**src/rtl/spi_periph_pkg.sv**
```systemverilog
package spi_periph_pkg;
  localparam int ADDR_W = 5;
  localparam int REG_W  = 8;

  localparam logic [ADDR_W-1:0] OFS_CTRL_A = 5'h00;
  localparam logic [ADDR_W-1:0] OFS_CTRL_B = 5'h01;
  localparam logic [ADDR_W-1:0] OFS_RATE   = 5'h04;
  localparam logic [ADDR_W-1:0] OFS_FLAGS  = 5'h05;
  localparam logic [ADDR_W-1:0] OFS_DATA   = 5'h09;
  localparam logic [ADDR_W-1:0] OFS_PDATA  = 5'h0D;
  localparam logic [ADDR_W-1:0] OFS_PDIR   = 5'h10;

  localparam int B_IRQ_EN  = 7;
  localparam int B_ENABLE  = 6;
  localparam int B_MASTER  = 4;
  localparam int B_POL     = 3;
  localparam int B_PHA     = 2;
  localparam int B_LSB     = 0;

  localparam int F_DONE    = 7;
  localparam int F_COLL    = 6;
  localparam int F_FAULT   = 4;

  localparam int P_MOSI    = 1;
  localparam int P_SCK     = 2;
  localparam int P_SEL     = 3;

  localparam logic [REG_W-1:0] RATE_MASK = 8'h77;
endpackage

```
**src/rtl/spi_rate_gen.sv**
```systemverilog
module spi_rate_gen #(
  parameter int PRE_W = 3,
  parameter int POW_W = 3
) (
  input  logic             clk,
  input  logic             rst_n,
  input  logic             run,
  input  logic [PRE_W-1:0] pre,
  input  logic [POW_W-1:0] pow,
  output logic             tick
);
  localparam int HALF_W = PRE_W + (1 << POW_W);

  logic [HALF_W-1:0] half;
  logic [HALF_W-1:0] cnt_q;

  assign half = (HALF_W'(pre) + HALF_W'(1)) << pow;
  assign tick = run && (cnt_q == half - HALF_W'(1));

  always_ff @(posedge clk or negedge rst_n) begin
    if (!rst_n)      cnt_q <= '0;
    else if (!run)   cnt_q <= '0;
    else if (tick)   cnt_q <= '0;
    else             cnt_q <= cnt_q + HALF_W'(1);
  end

  // the half-period counter never runs past its terminal count
  assert_cnt_bound_R3: assert property (@(posedge clk) disable iff (!rst_n)
    (run && $stable(pre) && $stable(pow)) |-> (cnt_q < half));
endmodule

```
**src/rtl/spi_shift_core.sv**
```systemverilog
module spi_shift_core #(
  parameter int W = 8
) (
  input  logic         clk,
  input  logic         rst_n,
  input  logic         enable,
  input  logic         cpol,
  input  logic         cpha,
  input  logic         lsb_first,
  input  logic         load,
  input  logic [W-1:0] load_data,
  input  logic         tick,
  input  logic         miso,
  output logic         busy,
  output logic         sck,
  output logic         mosi,
  output logic         last_edge,
  output logic         done,
  output logic [W-1:0] rx_data
);
  localparam int EDGES = 2 * W;
  localparam int EW    = $clog2(EDGES);
  localparam int KW    = EW - 1;

  logic [EW-1:0] ecnt_q;
  logic [KW-1:0] k;
  logic [W-1:0]  tx_q;
  logic          sample_now;

  function automatic logic [KW-1:0] slot(input logic [KW-1:0] i, input logic lsb);
    return lsb ? i : KW'(W - 1) - i;
  endfunction

  assign k          = ecnt_q[EW-1:1];
  assign sample_now = (ecnt_q[0] == cpha);
  assign last_edge  = busy && tick && (ecnt_q == EW'(EDGES - 1));

  always_ff @(posedge clk or negedge rst_n) begin
    if (!rst_n) begin
      busy    <= 1'b0;
      sck     <= 1'b0;
      mosi    <= 1'b0;
      done    <= 1'b0;
      ecnt_q  <= '0;
      tx_q    <= '0;
      rx_data <= '0;
    end else begin
      done <= 1'b0;
      if (!enable) begin
        busy   <= 1'b0;
        sck    <= cpol;
        ecnt_q <= '0;
      end else if (!busy) begin
        sck <= cpol;
        if (load) begin
          busy   <= 1'b1;
          tx_q   <= load_data;
          ecnt_q <= '0;
          if (!cpha) mosi <= load_data[slot('0, lsb_first)];
        end
      end else if (tick) begin
        sck    <= ~sck;
        ecnt_q <= ecnt_q + EW'(1);
        if (sample_now) rx_data[slot(k, lsb_first)] <= miso;
        if (!cpha && ecnt_q[0] && (k != KW'(W - 1)))
          mosi <= tx_q[slot(k + KW'(1), lsb_first)];
        if (cpha && !ecnt_q[0])
          mosi <= tx_q[slot(k, lsb_first)];
        if (last_edge) begin
          busy <= 1'b0;
          done <= 1'b1;
        end
      end
    end
  end

  // between transfers the clock rests at the polarity level
  assert_sck_rest_R4: assert property (@(posedge clk) disable iff (!rst_n)
    (!busy && $past(!busy) && $stable(cpol) && $past(enable)) |-> (sck == cpol));

  // a finished byte leaves the clock at its rest level
  assert_sck_end_R4: assert property (@(posedge clk) disable iff (!rst_n)
    (last_edge && $stable(cpol)) |=> (sck == cpol));
endmodule

```
**src/rtl/spi_master_periph.sv**
```systemverilog
module spi_master_periph
  import spi_periph_pkg::*;
(
  input  logic              clk,
  input  logic              rst_n,
  input  logic [ADDR_W-1:0] bus_addr,
  input  logic              bus_wr,
  input  logic              bus_rd,
  input  logic [REG_W-1:0]  bus_wdata,
  output logic [REG_W-1:0]  bus_rdata,
  output logic              irq_o,
  output logic              sck_o,
  output logic              sck_oe,
  output logic              mosi_o,
  output logic              mosi_oe,
  input  logic              miso_i,
  output logic              ss_n_o,
  output logic              ss_oe,
  input  logic              ss_n_i
);
  localparam int PRE_W = 3;
  localparam int POW_W = 3;

  logic [REG_W-1:0] ctrl_a_q, ctrl_b_q, rate_q, pdata_q, pdir_q, rxbuf_q;
  logic             done_f_q, coll_f_q, fault_f_q;
  logic             arm_done_q, arm_coll_q, arm_fault_q;

  logic wr_ctrl_a, wr_data, rd_flags, rd_data;
  logic active, start, collide, fault_seen;
  logic tick, busy, last_edge, xfer_done;
  logic [REG_W-1:0] rx_byte, flags_view;

  assign wr_ctrl_a = bus_wr && (bus_addr == OFS_CTRL_A);
  assign wr_data   = bus_wr && (bus_addr == OFS_DATA);
  assign rd_flags  = bus_rd && (bus_addr == OFS_FLAGS);
  assign rd_data   = bus_rd && (bus_addr == OFS_DATA);

  assign active     = ctrl_a_q[B_ENABLE] && ctrl_a_q[B_MASTER];
  assign start      = wr_data && active && !busy;
  assign collide    = wr_data && active && busy;
  assign fault_seen = active && !pdir_q[P_SEL] && !ss_n_i;

  spi_rate_gen #(.PRE_W(PRE_W), .POW_W(POW_W)) i_rate (
    .clk  (clk),
    .rst_n(rst_n),
    .run  (busy),
    .pre  (rate_q[6:4]),
    .pow  (rate_q[2:0]),
    .tick (tick)
  );

  spi_shift_core #(.W(REG_W)) i_shift (
    .clk      (clk),
    .rst_n    (rst_n),
    .enable   (active),
    .cpol     (ctrl_a_q[B_POL]),
    .cpha     (ctrl_a_q[B_PHA]),
    .lsb_first(ctrl_a_q[B_LSB]),
    .load     (start),
    .load_data(bus_wdata),
    .tick     (tick),
    .miso     (miso_i),
    .busy     (busy),
    .sck      (sck_o),
    .mosi     (mosi_o),
    .last_edge(last_edge),
    .done     (xfer_done),
    .rx_data  (rx_byte)
  );

  always_ff @(posedge clk or negedge rst_n) begin
    if (!rst_n) begin
      ctrl_a_q <= '0;
      ctrl_b_q <= '0;
      rate_q   <= '0;
      pdata_q  <= '0;
      pdir_q   <= '0;
    end else if (bus_wr) begin
      case (bus_addr)
        OFS_CTRL_A: ctrl_a_q <= bus_wdata;
        OFS_CTRL_B: ctrl_b_q <= bus_wdata;
        OFS_RATE:   rate_q   <= bus_wdata & RATE_MASK;
        OFS_PDATA:  pdata_q  <= bus_wdata;
        OFS_PDIR:   pdir_q   <= bus_wdata;
        default: ;
      endcase
    end
  end

  always_ff @(posedge clk or negedge rst_n) begin
    if (!rst_n) begin
      rxbuf_q     <= '0;
      done_f_q    <= 1'b0;
      coll_f_q    <= 1'b0;
      fault_f_q   <= 1'b0;
      arm_done_q  <= 1'b0;
      arm_coll_q  <= 1'b0;
      arm_fault_q <= 1'b0;
    end else begin
      if (xfer_done) rxbuf_q <= rx_byte;

      if (xfer_done)                   done_f_q <= 1'b1;
      else if (rd_data && arm_done_q)  done_f_q <= 1'b0;

      if (collide)                     coll_f_q <= 1'b1;
      else if (rd_data && arm_coll_q)  coll_f_q <= 1'b0;

      if (fault_seen)                     fault_f_q <= 1'b1;
      else if (wr_ctrl_a && arm_fault_q)  fault_f_q <= 1'b0;

      if (rd_flags) begin
        arm_done_q <= done_f_q;
        arm_coll_q <= coll_f_q;
      end else if (rd_data) begin
        arm_done_q <= 1'b0;
        arm_coll_q <= 1'b0;
      end

      if (rd_flags)       arm_fault_q <= fault_f_q;
      else if (wr_ctrl_a) arm_fault_q <= 1'b0;
    end
  end

  always_comb begin
    flags_view          = '0;
    flags_view[F_DONE]  = done_f_q;
    flags_view[F_COLL]  = coll_f_q;
    flags_view[F_FAULT] = fault_f_q;
  end

  always_comb begin
    bus_rdata = '0;
    if (bus_rd) begin
      case (bus_addr)
        OFS_CTRL_A: bus_rdata = ctrl_a_q;
        OFS_CTRL_B: bus_rdata = ctrl_b_q;
        OFS_RATE:   bus_rdata = rate_q;
        OFS_FLAGS:  bus_rdata = flags_view;
        OFS_DATA:   bus_rdata = rxbuf_q;
        OFS_PDATA:  bus_rdata = pdata_q;
        OFS_PDIR:   bus_rdata = pdir_q;
        default:    bus_rdata = '0;
      endcase
    end
  end

  assign irq_o   = ctrl_a_q[B_IRQ_EN] && (done_f_q || fault_f_q);
  assign ss_n_o  = pdata_q[P_SEL];
  assign ss_oe   = pdir_q[P_SEL];
  assign sck_oe  = pdir_q[P_SCK];
  assign mosi_oe = pdir_q[P_MOSI];

  // a colliding write leaves the running byte in flight
  assert_coll_keeps_R7: assert property (@(posedge clk) disable iff (!rst_n)
    (collide && !last_edge) |=> busy);

  // a colliding write always raises the collision flag
  assert_coll_flag_R7: assert property (@(posedge clk) disable iff (!rst_n)
    collide |=> coll_f_q);

  // completion stays set until a data read
  assert_done_sticky_R8: assert property (@(posedge clk) disable iff (!rst_n)
    (done_f_q && !rd_data) |=> done_f_q);

  // a mode fault only rises from an active master sensing select low
  assert_fault_cause_R10: assert property (@(posedge clk) disable iff (!rst_n)
    $rose(fault_f_q) |-> $past(active && !pdir_q[P_SEL] && !ss_n_i));

  // no transfer begins while the peripheral is not an enabled master
  assert_start_gate_R6: assert property (@(posedge clk) disable iff (!rst_n)
    (!active && !busy) |=> !busy);
endmodule

```
**config.mk**
```make
export PLATFORM = sky130hd
export DESIGN_NAME = spi_master_periph
export DESIGN_NICKNAME = d
export VERILOG_FILES = /design/src/rtl/spi_periph_pkg.sv /design/src/rtl/spi_rate_gen.sv /design/src/rtl/spi_shift_core.sv /design/src/rtl/spi_master_periph.sv
export SDC_FILE = /design/constraint.sdc
export NUM_CORES = 1
export LEC_CHECK = 0
export ABC_AREA = 1
export BUFFER_PORTS_ARGS = -buffer_cell sky130_fd_sc_hd__buf_2
export CAP_MARGIN = 25
export CORE_AREA = 3 3 114 198
export DETAILED_ROUTE_END_ITERATION = 6
export DIE_AREA = 0 0 117 201
export HOLD_SLACK_MARGIN = 0.1
export SYNTH_ARGS = -nofsm -noshare
export SYNTH_HDL_FRONTEND = slang
export SYNTH_SLANG_ARGS = --single-unit
```
**constraint.sdc**
```tcl
create_clock -name clk -period 7.17 [get_ports clk]
set_input_delay 0.3585 -clock clk [delete_from_list [all_inputs] [get_ports clk]]
set_output_delay 0.3585 -clock clk [all_outputs]
set_load 0.01 [all_outputs]
```
Word level (Yosys, flattened, before mapping)
Cells that the tools add are included.

Multiply operators: 0. Shift-type cells: 1. Muxes and demuxes: 49. Reduce and logical (&&, ||, !) cells: 43. Divide/modulo/power cells: 0. Equality and inequality tests: 15. Bitwise gates (word level): 2. $add $sub $neg: 7. Order comparisons: 4.

Operators by type and width (number): $pmux 8 s7 (1); $mux 1 (33); $mux 11 (2); $logic_and 1x1->1 (21); $mux 4 (4); $lt 3x4->1 const B (3); $reduce_and 2->1 (6); $reduce_bool 2->1 (6); $add 11x1->11 const B (1); $eq 11x11->1 (1); $shl 11x3->11 (1); $sub 11x1->11 const B (1); $eq 5x3->1 const B (2); $eq 5x4->1 const B (2); $bmux 1 s3 (3); $mux 3 (3); $bwmux 8 (1); $mux 8 (1); $ne 3x3->1 const B (2); $sub 3x3->3 const A (2); $eq 5x1->1 const B (1); $eq 5x5->1 const B (1); $logic_not 1->1 (5); $logic_not 5->1 (1); other kinds (15) (17).

Register bits after elaboration: 87. RAM bits: 0. Latch bits: 0. Output and inout bits: 15. Bits in read-only memories: 0. Memories kept: 0. Word-level logic and storage cells: 141.

Longest topological paths before layout
Word-level depth: 11. Gate-level depth with buffers: 19.

Hierarchy
A second synthesis with hierarchy kept.

Cell total of the unflattened synthesis: 708. Area, all modules: 5449.0 um2.

By module, submodules not included: spi_master_periph (area each 2681.3 um2, cells each 317, instances 1, sequential area each 1301.2 um2); spi_shift_core (area each 1445.1 um2, cells each 181, instances 1, sequential area each 600.6 um2); spi_rate_gen (area each 1322.5 um2, cells each 210, instances 1, sequential area each 275.3 um2).

Worst setup path before layout
No wires, ideal clock.

Kind: reg-to-reg. Start: register rate_q[4]. End: register i_shift.rx_data[0]. Data required time: 7.044 ns. Cell stages (with the launch flop): 17. Data arrival time: 2.380 ns. Path slack: 4.664 ns. Buffers on the path: 0. Library setup time: 0.126 ns. Cell sequence: dfrtp_1 > ha_1 > o21ai_1 > nor2_1 > nand2_1 > ha_1 > xnor2_1 > a21oi_1 > nand4_1 > a21oi_1 > nand2_1 > nor2_2 > nand3_2 > nor2_4 > nand2_1 > nand2_1 > o21ai_1.

Longest elaborated chain between the ends: 6.

Ends and longest elaborated chain: start: declaration (line spi_master_periph.sv:24) `logic [REG_W-1:0] ctrl_a_q, ctrl_b_q, rate_q, pdata_q, pdir_q, rxbuf_q;`; start signal: assignment (line spi_master_periph.sv:82) `OFS_RATE: rate_q <= bus_wdata & RATE_MASK;`; $add 3x1->4 (line spi_rate_gen.sv:17) `assign half = (HALF_W'(pre) + HALF_W'(1)) << pow;`; $shl 11x3->11 (line spi_rate_gen.sv:17); $sub 11x1->11 (line spi_rate_gen.sv:18) `assign tick = run && (cnt_q == half - HALF_W'(1));`; $eq 11x11->1 (line spi_rate_gen.sv:18); $logic_and 1x1->1 (line spi_rate_gen.sv:18); $reduce_and 4->1 (no source line); end signal: indexed assignment (line spi_shift_core.sv:64) `if (sample_now) rx_data[slot(k, lsb_first)] <= miso;`; end: declaration (line spi_shift_core.sv:19) `output logic [W-1:0] rx_data`.

Every way passes these cells. A chain may end at the register's enable or synchronous reset.

Final worst setup path
Start: register rate_q[4]. End: register i_shift.rx_data[5].

Same word-level chain as after synthesis.

==> results.md <==
- # IOs: 34
- P per Cell Area: 251.8 nW/um^2
- Post-CTS Setup Bufs: 0
- Crit share post-route: 0.4009
- Nets: 708
- Layout cells sized above 1: 0.1079
- Die area: 23520 sq um
- Count of clock tree sinks: 87
- Antenna-violating nets left: 0
- Initial antenna violation count: 0
- Vias per std cell: 4.604
- Largest net degree at the start of global routing: 81
- RePlAce Congestion: 0.8373
- Overall power: 1.419 mW
- Most common cell after layout, fill and taps aside: nand2_1
- Post-route DRC: 0
- Fill count: 2288
- Row cnt: 70
- Final TNS setup: 0 ns
- CTS tree: built
- PortBufs: 33
- Max Clock Skew: 0.006526 ns
- Dpl hpwl: 10710 microns
- Peak supply drop: 158.7 uV
- Clk pin slew, worst setup/hold paths: 0.06 ns
- Max H-tree Level: 3
- Max-slew violations: 0
- Synthesized Nets: 675
- Status: complete, no violations
- Normalized max-slew margin: 0.4364
- Tot GR Track Use: 0.1192
- Unrepaired setup endpoints after global routing: false
- CP startpoint kind: register
- Final global-route overflow total: 0
- Worst Path Required: 7.38 ns
- Synth warn: 0
- Routed WL: 13930 microns
- Area occupied by multi-input gates: 2332 sq um
- Clk root buf: clkbuf_16
- Leak: 2.690 nW
- Storage element area: 2177 sq um
- Hold Buf Count CTS: 1
- Met1 Use GR: 0.1208
- Flops & latches, synth: 87
- TritonCTS Buffers: 9
- Most frequent cells in the layout: nand2_1, dfrtp_1, o21ai_0, inv_1, nor2_1
- Syn avg cell area: 7.465 sq um
- Sequential element share of the synthesized area: 0.4501
- MaxCap Viol Count: 0
- Drt pass-1 iters: 5
- Fin crit period: 2.875 ns
- ANT cells: 0
- Drt first-iter violations: 265
- Die W: 117 microns
- Fin area: 5635 sq um
- Post-cts resize count: 0
- Synth Instances: 648
- Skew-Pair Late Insertion Delay: 0.34 ns
- GRT Max-Usage Layer: met2
- Slew at the pin closest to its max-slew limit: 0.8423 ns
- Kind of critical path: register to register
- Class of the worst hold path: input port to register
- WL/cell: 14.86 microns
- Hold Violations, Final: 0
- Die Ht: 201 microns
- Area after DPL: 5266 sq um
- Detailed-route via count: 4319
- Mapped Area: 4837 sq um
- GR Util met3: 0.01840
- Area Growth Syn to Fin: 16.50%
- Vias in the first global route: 4155
- Initial Util: 0.2301
- Max Clk Rate: 347.9 MHz
- First-pass GRT wire length: 21640 microns
- Critical Path AT: 3.08 ns
- Crit path max fanout: 8
- Met2 usage: 0.2284
- Post-synth cell types: 37
- Final-report setup violation count: 0
- Core footprint: 21020 sq um
- Clock Tree Buf Depth: 2
- Critical Path Sink Type: register
through the flow:
| step | utilization | hold slack, ns | cells | worst slack, ns |
|---|---|---|---|---|
| finish | 0.2681 | 0.2066 | 938 | 4.295 |
| global placement | 0.2505 | 0.1860 | 920 | 4.374 |
| global route | 0.2681 | 0.2174 | 938 | 3.939 |
| CTS | 0.2668 | 0.2034 | 937 | 4.268 |
| floorplan | - | 0.06291 | 648 | 4.664 |
| detailed placement | 0.2505 | 0.1849 | 920 | 4.296 |
cells in the mapped netlist:
library cell  count  area share
buf_2             4      0.0041
nand3_2           6       0.012
nand4_2           1      0.0026
nand2_2           1      0.0013
nand2_1         214        0.17
or2_2             2      0.0026
clkinv_1          1     0.00078
inv_1            64       0.050
inv_2             4      0.0031
o21a_1            1      0.0016
o221ai_1          1      0.0018
xnor2_1           3      0.0054
buf_4             2      0.0031
o21ai_0          65       0.067
o22ai_1           4      0.0052
o31ai_1           1      0.0016
nor4_1            1      0.0013
nor3_2            3      0.0062
o21ai_1          11       0.011
clkbuf_1          9      0.0070
nor2_2            4      0.0052
nand4_1           7      0.0091
nor3_1            6      0.0062
or2_0             2      0.0026
a221oi_1          9       0.016
nor2_4            1      0.0023
ha_1              8       0.021
dfrtp_1          87        0.45
nor2_1           48       0.037
xor2_1           14       0.025
a31oi_1           2      0.0026
a22o_1            2      0.0036
nand3_1          42       0.043
o22a_1            1      0.0018
a41oi_1           1      0.0018
o2111ai_1         1      0.0018
a21oi_1          15       0.016
worst max-delay path, cell delays in order (launching register included):
cell	delay, ns
dfrtp_1	0.47
ha_1	0.36
o21ai_1	0.09
nor2_1	0.14
nand2_1	0.11
ha_1	0.31
xnor2_1	0.13
a21oi_1	0.11
nand4_1	0.12
a21oi_1	0.13
nand2_1	0.07
nor2_2	0.15
nand3_2	0.13
nor2_4	0.20
nand2_1	0.10
nand2_1	0.06
o21ai_1	0.07
final cells by class:
class	count	share of cell area
clock inverter	6	0.01643
sequential	87	0.3863
multi-input combinational	477	0.4139
tap	252	0.05595
clock buffer	10	0.04241
inverter	69	0.04596
timing repair buffer	37	0.03908
logic make-up (layout without fill, tap and decap cells):
family | after synthesis | after routing | synth area share
simple gates | 338 | 338 | 0.2985
compound gates | 114 | 114 | 0.1322
flops | 87 | 87 | 0.4501
buf+inv | 84 | 122 | 0.06777
xor+xnor | 17 | 17 | 0.03078
fa+ha+maj | 8 | 8 | 0.02069
state kept, by name, indices dropped and copies added, names as in the netlist:
signal and cells:
i_shift.done 1, i_shift.mosi 1, done_f_q 1, i_shift.rx_data 8
arm_fault_q 1, fault_f_q 1, arm_done_q 1, rate_q 6
arm_coll_q 1, pdir_q 8, rxbuf_q 8, ctrl_b_q 8
ctrl_a_q 8, i_rate.cnt_q 11, coll_f_q 1, i_shift.busy 1
i_shift.tx_q 8, pdata_q 8, i_shift.sck 1, i_shift.ecnt_q 4
metal layers:
metal	routed length (microns)	share of wire	vias to the layer above
met2	7849	0.56	85
met1	5138	0.37	2028
met3	417	0.030	27
met4	528	0.038	0
li1	-	-	2179
met5	0	0	-
report_power, final:
group / switching, mW / internal, mW
sequential: 0.0490 / 0.538
clock: 0.196 / 0.316
combinational: 0.210 / 0.110
worst paths after layout:
kind,startpoint,end,slack (ns),cells after the start
max in group asynchronous,rst_n,i_rate.cnt_q[4],5.99,4
setup reg to reg,rate_q[4],i_shift.rx_data[5],4.30,16
min in group asynchronous,rst_n,pdata_q[5],0.37,2
setup / recovery,rate_q[4],i_shift.rx_data[5],4.30,16
hold / removal,ss_n_i,fault_f_q,0.21,2
hold reg to reg,rxbuf_q[0],rxbuf_q[0],0.48,2
No activity file was read; power rests on OpenSTA's default activity.
